==> config.mk <==
export PLATFORM = sky130hd
export DESIGN_NAME = sdram_cmd_monitor
export DESIGN_NICKNAME = d
export VERILOG_FILES = /design/src/rtl/sdram_mon_pkg.sv /design/src/rtl/sdram_cmd_decode.sv /design/src/rtl/sdram_rule_check.sv /design/src/rtl/sdram_bank_fsm.sv /design/src/rtl/sdram_dqm_pipe.sv /design/src/rtl/sdram_cmd_monitor.sv
export SDC_FILE = /design/constraint.sdc
export NUM_CORES = 1
export LEC_CHECK = 0
export BUFFER_PORTS_ARGS = -buffer_cell sky130_fd_sc_hd__buf_2
export CORE_MARGIN = 10
export CORE_UTILIZATION = 32
export CTS_CLUSTER_SIZE = 16
export DETAILED_ROUTE_END_ITERATION = 6
export PLACE_DENSITY_LB_ADDON = 0.12
export SKIP_LAST_GASP = 1
export SYNTH_ARGS = -nofsm -noshare
export SYNTH_HDL_FRONTEND = slang
export SYNTH_SLANG_ARGS = --single-unit
==> constraint.sdc <==
create_clock -name clk -period 7.2 [get_ports clk]
set_input_delay 1.08 -clock clk [delete_from_list [all_inputs] [get_ports clk]]
set_output_delay 1.08 -clock clk [all_outputs]
set_load 0.01 [all_outputs]
==> src/rtl/sdram_mon_pkg.sv <==
package sdram_mon_pkg;

    localparam int BA_W = 2;
    localparam int NB   = 1 << BA_W;

    typedef enum logic [3:0] {
        CMD_NOP     = 4'd0,
        CMD_MODESET = 4'd1,
        CMD_REFRESH = 4'd2,
        CMD_SELFREF = 4'd3,
        CMD_ACT     = 4'd4,
        CMD_READ    = 4'd5,
        CMD_WRITE   = 4'd6,
        CMD_PRECH   = 4'd7,
        CMD_STOP    = 4'd8,
        CMD_DESEL   = 4'd9
    } cmd_e;

    typedef enum logic [1:0] {
        BK_IDLE    = 2'd0,
        BK_OPEN    = 2'd1,
        BK_APBURST = 2'd2,
        BK_RECOVER = 2'd3
    } bank_st_e;

    typedef enum logic [2:0] {
        ERR_NONE        = 3'd0,
        ERR_MODE_BUSY   = 3'd1,
        ERR_REF_BUSY    = 3'd2,
        ERR_MODE_GUARD  = 3'd3,
        ERR_ACT_OPEN    = 3'd4,
        ERR_ACT_RECOVER = 3'd5,
        ERR_RW_CLOSED   = 3'd6,
        ERR_RW_LOCKED   = 3'd7
    } err_e;

    typedef struct packed {
        cmd_e            cmd;
        logic [BA_W-1:0] bank;
        logic            ap;
    } cmd_t;

    // Pin combination to command code
    function automatic cmd_e decode_pins(logic cs_n, logic ras_n, logic cas_n,
                                         logic we_n, logic cke);
        cmd_e c;
        if (cs_n) begin
            c = CMD_DESEL;
        end else begin
            case ({ras_n, cas_n, we_n})
                3'b000:  c = CMD_MODESET;
                3'b001:  c = cke ? CMD_REFRESH : CMD_SELFREF;
                3'b011:  c = CMD_ACT;
                3'b101:  c = CMD_READ;
                3'b100:  c = CMD_WRITE;
                3'b010:  c = CMD_PRECH;
                3'b110:  c = CMD_STOP;
                default: c = CMD_NOP;
            endcase
        end
        return c;
    endfunction

    // Bank index is the select bits in reversed order
    function automatic logic [BA_W-1:0] bank_of(logic [BA_W-1:0] ba);
        logic [BA_W-1:0] r;
        for (int i = 0; i < BA_W; i++) begin
            r[i] = ba[BA_W-1-i];
        end
        return r;
    endfunction

    function automatic logic is_quiet(cmd_e c);
        return (c == CMD_NOP) || (c == CMD_DESEL);
    endfunction

endpackage

==> src/rtl/sdram_cmd_decode.sv <==
module sdram_cmd_decode
    import sdram_mon_pkg::*;
(
    input  logic            cs_n,
    input  logic            ras_n,
    input  logic            cas_n,
    input  logic            we_n,
    input  logic            cke,
    input  logic [BA_W-1:0] ba,
    input  logic            ap,
    output cmd_t            cmd_o
);

    always_comb begin
        cmd_o.cmd  = decode_pins(cs_n, ras_n, cas_n, we_n, cke);
        cmd_o.bank = bank_of(ba);
        cmd_o.ap   = ap;
    end

endmodule

==> src/rtl/sdram_rule_check.sv <==
module sdram_rule_check
    import sdram_mon_pkg::*;
#(
    parameter int BANKS = NB
) (
    input  cmd_t     cmd_i,
    input  bank_st_e st_i [BANKS],
    input  logic     guard_i,
    output err_e     err_o
);

    logic     all_idle;
    logic     any_burst;
    bank_st_e sel;

    always_comb begin
        all_idle  = 1'b1;
        any_burst = 1'b0;
        for (int i = 0; i < BANKS; i++) begin
            if (st_i[i] != BK_IDLE)    all_idle  = 1'b0;
            if (st_i[i] == BK_APBURST) any_burst = 1'b1;
        end
        sel = st_i[cmd_i.bank];
    end

    always_comb begin
        err_o = ERR_NONE;
        if (guard_i && !is_quiet(cmd_i.cmd)) begin
            err_o = ERR_MODE_GUARD;
        end else begin
            case (cmd_i.cmd)
                CMD_MODESET: if (!all_idle) err_o = ERR_MODE_BUSY;
                CMD_REFRESH,
                CMD_SELFREF: if (!all_idle) err_o = ERR_REF_BUSY;
                CMD_ACT: begin
                    if (sel == BK_RECOVER)   err_o = ERR_ACT_RECOVER;
                    else if (sel != BK_IDLE) err_o = ERR_ACT_OPEN;
                end
                CMD_READ,
                CMD_WRITE: begin
                    if (any_burst)           err_o = ERR_RW_LOCKED;
                    else if (sel != BK_OPEN) err_o = ERR_RW_CLOSED;
                end
                default: err_o = ERR_NONE;
            endcase
        end
    end

endmodule

==> src/rtl/sdram_bank_fsm.sv <==
module sdram_bank_fsm
    import sdram_mon_pkg::*;
#(
    parameter int BURST_LEN = 4,
    parameter int TRP       = 3
) (
    input  logic     clk,
    input  logic     rst,
    input  logic     open_i,
    input  logic     access_i,
    input  logic     ap_i,
    input  logic     close_i,
    output bank_st_e state_o
);

    localparam int MAXC = (BURST_LEN > TRP) ? BURST_LEN : TRP;
    localparam int CW   = $clog2(MAXC + 1);

    bank_st_e      st;
    logic [CW-1:0] cnt;

    always_ff @(posedge clk) begin
        if (rst) begin
            st  <= BK_IDLE;
            cnt <= '0;
        end else begin
            case (st)
                BK_IDLE: begin
                    if (open_i) st <= BK_OPEN;
                end
                BK_OPEN: begin
                    if (access_i && ap_i) begin
                        st  <= BK_APBURST;
                        cnt <= CW'(BURST_LEN);
                    end else if (close_i) begin
                        st <= BK_IDLE;
                    end
                end
                BK_APBURST: begin
                    if (cnt == CW'(1)) begin
                        st  <= BK_RECOVER;
                        cnt <= CW'(TRP);
                    end else begin
                        cnt <= cnt - CW'(1);
                    end
                end
                default: begin
                    if (cnt == CW'(1)) begin
                        st  <= BK_IDLE;
                        cnt <= '0;
                    end else begin
                        cnt <= cnt - CW'(1);
                    end
                end
            endcase
        end
    end

    assign state_o = st;

endmodule

==> src/rtl/sdram_dqm_pipe.sv <==
module sdram_dqm_pipe #(
    parameter int RD_LAT = 2
) (
    input  logic clk,
    input  logic rst,
    input  logic dqm_i,
    output logic wr_mask_o,
    output logic rd_hiz_o
);

    assign wr_mask_o = dqm_i;

    generate
        if (RD_LAT == 0) begin : g_direct
            assign rd_hiz_o = dqm_i;
        end else if (RD_LAT == 1) begin : g_one
            logic q;
            always_ff @(posedge clk) begin
                if (rst) q <= 1'b0;
                else     q <= dqm_i;
            end
            assign rd_hiz_o = q;
        end else begin : g_shift
            logic [RD_LAT-1:0] sh;
            always_ff @(posedge clk) begin
                if (rst) sh <= '0;
                else     sh <= {sh[RD_LAT-2:0], dqm_i};
            end
            assign rd_hiz_o = sh[RD_LAT-1];
        end
    endgenerate

endmodule

==> src/rtl/sdram_cmd_monitor.sv <==
module sdram_cmd_monitor
    import sdram_mon_pkg::*;
#(
    parameter int BURST_LEN   = 4,
    parameter int TRP         = 3,
    parameter int GUARD_CYC   = 2,
    parameter int RD_MASK_LAT = 2
) (
    input  logic            clk,
    input  logic            rst,
    input  logic            cke,
    input  logic            cs_n,
    input  logic            ras_n,
    input  logic            cas_n,
    input  logic            we_n,
    input  logic [1:0]      ba,
    input  logic            ap,
    input  logic            dqm,
    output logic [3:0]      cmd_o,
    output logic [1:0]      bank_o,
    output logic [2*NB-1:0] bank_state_o,
    output logic            err_o,
    output logic [2:0]      err_code_o,
    output logic            wr_mask_o,
    output logic            rd_hiz_o
);

    localparam int GW = $clog2(GUARD_CYC + 1);

    cmd_t          cur;
    err_e          verdict;
    bank_st_e      st [NB];
    logic [GW-1:0] guard_cnt;
    logic          accept;

    sdram_cmd_decode u_dec (
        .cs_n  (cs_n),
        .ras_n (ras_n),
        .cas_n (cas_n),
        .we_n  (we_n),
        .cke   (cke),
        .ba    (ba),
        .ap    (ap),
        .cmd_o (cur)
    );

    sdram_rule_check #(.BANKS(NB)) u_rules (
        .cmd_i   (cur),
        .st_i    (st),
        .guard_i (guard_cnt != '0),
        .err_o   (verdict)
    );

    assign accept = (verdict == ERR_NONE);

    generate
        for (genvar b = 0; b < NB; b++) begin : g_bank
            logic hit;
            assign hit = (cur.bank == BA_W'(b));
            sdram_bank_fsm #(
                .BURST_LEN (BURST_LEN),
                .TRP       (TRP)
            ) u_fsm (
                .clk      (clk),
                .rst      (rst),
                .open_i   (accept && cur.cmd == CMD_ACT && hit),
                .access_i (accept && (cur.cmd == CMD_READ || cur.cmd == CMD_WRITE) && hit),
                .ap_i     (cur.ap),
                .close_i  (accept && cur.cmd == CMD_PRECH && (cur.ap || hit)),
                .state_o  (st[b])
            );
            assign bank_state_o[2*b +: 2] = st[b];
        end
    endgenerate

    always_ff @(posedge clk) begin
        if (rst) begin
            guard_cnt <= '0;
        end else if (accept && cur.cmd == CMD_MODESET) begin
            guard_cnt <= GW'(GUARD_CYC);
        end else if (guard_cnt != '0) begin
            guard_cnt <= guard_cnt - GW'(1);
        end
    end

    always_ff @(posedge clk) begin
        if (rst) begin
            cmd_o      <= CMD_NOP;
            bank_o     <= '0;
            err_o      <= 1'b0;
            err_code_o <= ERR_NONE;
        end else begin
            cmd_o      <= cur.cmd;
            bank_o     <= cur.bank;
            err_o      <= !accept;
            err_code_o <= verdict;
        end
    end

    sdram_dqm_pipe #(.RD_LAT(RD_MASK_LAT)) u_dqm (
        .clk       (clk),
        .rst       (rst),
        .dqm_i     (dqm),
        .wr_mask_o (wr_mask_o),
        .rd_hiz_o  (rd_hiz_o)
    );

endmodule

==> impl_metrics.py <==
metrics = {
    "grt": {
        "grt-ovfl-total": 0,
        "antenna_found_initial": 0,
        "grt.total_usage_pct": 12.0,
        "grt_pass1_wl_um": 11600,
        "grt_max_degree": 32,
        "grt_pass1_vias": 2316,
    },
    "placement": {
        "portBuffers": 30,
        "dp.final_hpwl_um": 5130,
        "gp_congestion": 0.875,
    },
    "power_and_ir_drop": {
        "cellLeakagePower_nw": 1.11,
        "irDropWorstVdd_mv": 0.0787,
        "powerDensity_nw_per_um2": 234,
    },
    "sta": {
        "hold_violations": 0,
        "grt_setup_unrepaired": "no",
        "fin_crit_ns": 3.43,
        "finalClockSkew_ns": 0.00567,
        "max_freq_ghz": 0.291,
        "whs_ns": 0.438,
        "maxSlewViolCount": 0,
        "setup_violations": 0,
        "finalSetupTns_ns": 0,
        "fin_crit_sh_pct": 47.7,
        "max_slew.worst_pin.slew_ns": 1.01,
        "timing.slew.headroom_pct": 32.1,
    },
    "yosys": {
        "synth_cell_types": 55,
        "ys.flop_type": "dfxtp_1",
        "synth_edf_count": 0,
        "syn_avg_cell_area_um2": 7.95,
        "ys_seq_elements": 34,
        "synthArstFlopShare_pct": 0,
        "synthesis.nets": 353,
        "synth_warnings": 0,
        "seq_area_frac_synth_pct": 26.8,
        "syn_inst": 319,
        "synth_area_um2": 2540,
    },
    "floorplan": {
        "io_pins": 31,
        "dieArea_um2": 11900,
        "fp.dieH_um": 109,
        "die_width_um": 109,
        "rows": 32,
        "core_area_um2": 7730,
        "initial_core_util_pct": 32.8,
    },
    "detailed_routing": {
        "drc": 0,
        "drt_pass1_iterations": 4,
        "viasPerCell": 5.36,
        "avgRoutedWirePerCell_um": 15.9,
        "wl_um": 7070,
        "vias": 2385,
        "drtIter0Drc": 109,
        "postRouteAntennaNets": 0,
    },
    "setup_path": {
        "reg2reg_slack_ns": 3.77,
        "crit_required_ns": 7.42,
        "crit_start": "g_bank[0].u_fsm.state_o[0]",
        "critPathArrivalTime_ns": 3.66,
        "endpoint_kind": "flip-flop",
        "criticalPathCategory": "reg -> reg",
        "cp-endpoint": "g_bank[2].u_fsm.state_o[0]",
        "start_kind": "flip-flop",
        "critical_path.max_fanout": 7,
        "reg2reg_to": "g_bank[2].u_fsm.state_o[0]",
        "ff2ff_path_depth": 8,
        "r2r_start": "g_bank[0].u_fsm.state_o[0]",
    },
    "cts": {
        "cts.sinks": 34,
        "numCtsBuffers": 5,
        "cts_setup_buffers": 0,
        "max-clock-path-buffers": 2,
        "clk_pin_slew_ns": 0.08,
        "cts_tree": "done",
        "cts_resized": 0,
        "cts_max_level": 2,
        "root_buffer": "clkbuf_8",
        "cts_hold_buf": 0,
        "clk_latency_ns": 0.30,
    },
    "job": {
        "drv_cap": 0,
    },
    "cells_and_area": {
        "antennaDiodeCount": 0,
        "synthToLayoutAreaGrowth_pct": 12.2,
        "final_cell_mix": "a21oi_1, dfxtp_1, nor2_1",
        "finalNetCount": 376,
        "drive_gt1_share_pct": 13.4,
    },
    "outcome": {
        "status": "finished clean",
    },
    "hold_path": {
        "hold_class": "reg -> reg",
    },
}
==> logic make-up (layout without fill, tap and decap cells) <==
kind of cell,after synthesis,in the layout,share of synthesized area (%)
buffers and inverters,40,64,8.23
AO/OA/AOI/OAI,87,87,22.5
AND/OR/NAND/NOR,126,126,27.6
XOR/XNOR,2,2,0.690
adder cells (fa/ha/maj),23,23,11.3
flip-flops,34,34,26.8
multiplexers,7,7,2.76
==> where the power goes <==
part	switching (mW)	leakage [nW]	internal, mW	total [mW]
logic	0.125	0.760	0.0909	0.215
registers	0.0199	0.277	0.208	0.227
clock network	0.0768	0.0714	0.148	0.225
==> Yosys cell counts, drive strengths merged, types with 6 or more instances <==
library cell | instances | share of area (%)
a211oi | 6 | 1.8
a21oi | 34 | 6.7
buf | 10 | 3.0
dfxtp | 34 | 27
ha | 23 | 11
inv | 26 | 3.8
mux2i | 7 | 2.8
nand2 | 21 | 3.1
nand2b | 8 | 2.0
nand3 | 7 | 1.4
nor2 | 31 | 4.6
nor2b | 13 | 3.2
nor3 | 6 | 1.4
nor4 | 9 | 2.5
o21ai | 14 | 2.8
==> sequential cells by signal, summed over array words and instances (netlist names) <==
signal                count
g_bank.u_fsm.cnt         12
g_bank.u_fsm.state_o      8
cmd_o                     4
err_code_o                3
bank_o                    2
guard_cnt                 2
u_dqm.g_shift.sh          2
err_o                     1
==> cell type report <==
cell class | instances | area, µm²
Clock buffer | 6 | 82.6
Sequential cell | 34 | 681
Timing Repair Buffer | 30 | 150
Fill cell | 841 | 4880
Inverter | 26 | 97.6
Clock inverter | 2 | 60.1
Multi-Input combinational cell | 245 | 1650
Tap cell | 102 | 128
==> worst min path at each step <==
stage,slack [ns],depth (start not counted),startpoint,to
2_1_floorplan,0.41,1,u_dqm.g_shift.sh[0],u_dqm.g_shift.sh[1]
3_3_place_gp,0.42,1,u_dqm.g_shift.sh[0],u_dqm.g_shift.sh[1]
3_5_place_dp,0.43,1,u_dqm.g_shift.sh[0],u_dqm.g_shift.sh[1]
4_1_cts,0.45,1,u_dqm.g_shift.sh[0],u_dqm.g_shift.sh[1]
5_1_grt,0.46,1,u_dqm.g_shift.sh[0],u_dqm.g_shift.sh[1]
6_report,0.44,1,u_dqm.g_shift.sh[0],u_dqm.g_shift.sh[1]
==> through the flow <==
| stage | setup slack [ns] | instance area [µm²] | power (mW) | util (%) | cells |
|---|---|---|---|---|---|
| after CTS | 3.81 | 2850 | 0.674 | 36.8 | 445 |
| after detailed placement | 3.59 | 2700 | 0.446 | 35.0 | 437 |
| final | 3.77 | 2850 | 0.667 | 36.8 | 445 |
| after global placement | 3.73 | 2700 | 0.446 | 35.0 | 437 |
| after floorplan | 4.18 | 2540 | 0.397 | - | 319 |
| after global routing | 3.50 | 2850 | 0.717 | 36.8 | 445 |
==> critical path: stages, from the launching register on <==
cell and delay (ns):
dfxtp_1 0.48, inv_1 0.15, ha_1 0.31, nor4_2 0.35, nor2_1 0.09, nor4_1 0.86, a41oi_1 0.37, or4_1 0.58
a21oi_1 0.16
==> per-layer routing <==
metal / up-vias / GRT usage, % / share of wire (%)
li1: 1196 / - / -
met1: 1128 / 15.6 / 48
met2: 46 / 18.6 / 45
met3: 15 / 3.13 / 5.1
met4: 0 / 4.80 / 2.0
met5: - / 0 / 0
Note: power is estimated with default switching activity, not from simulation.
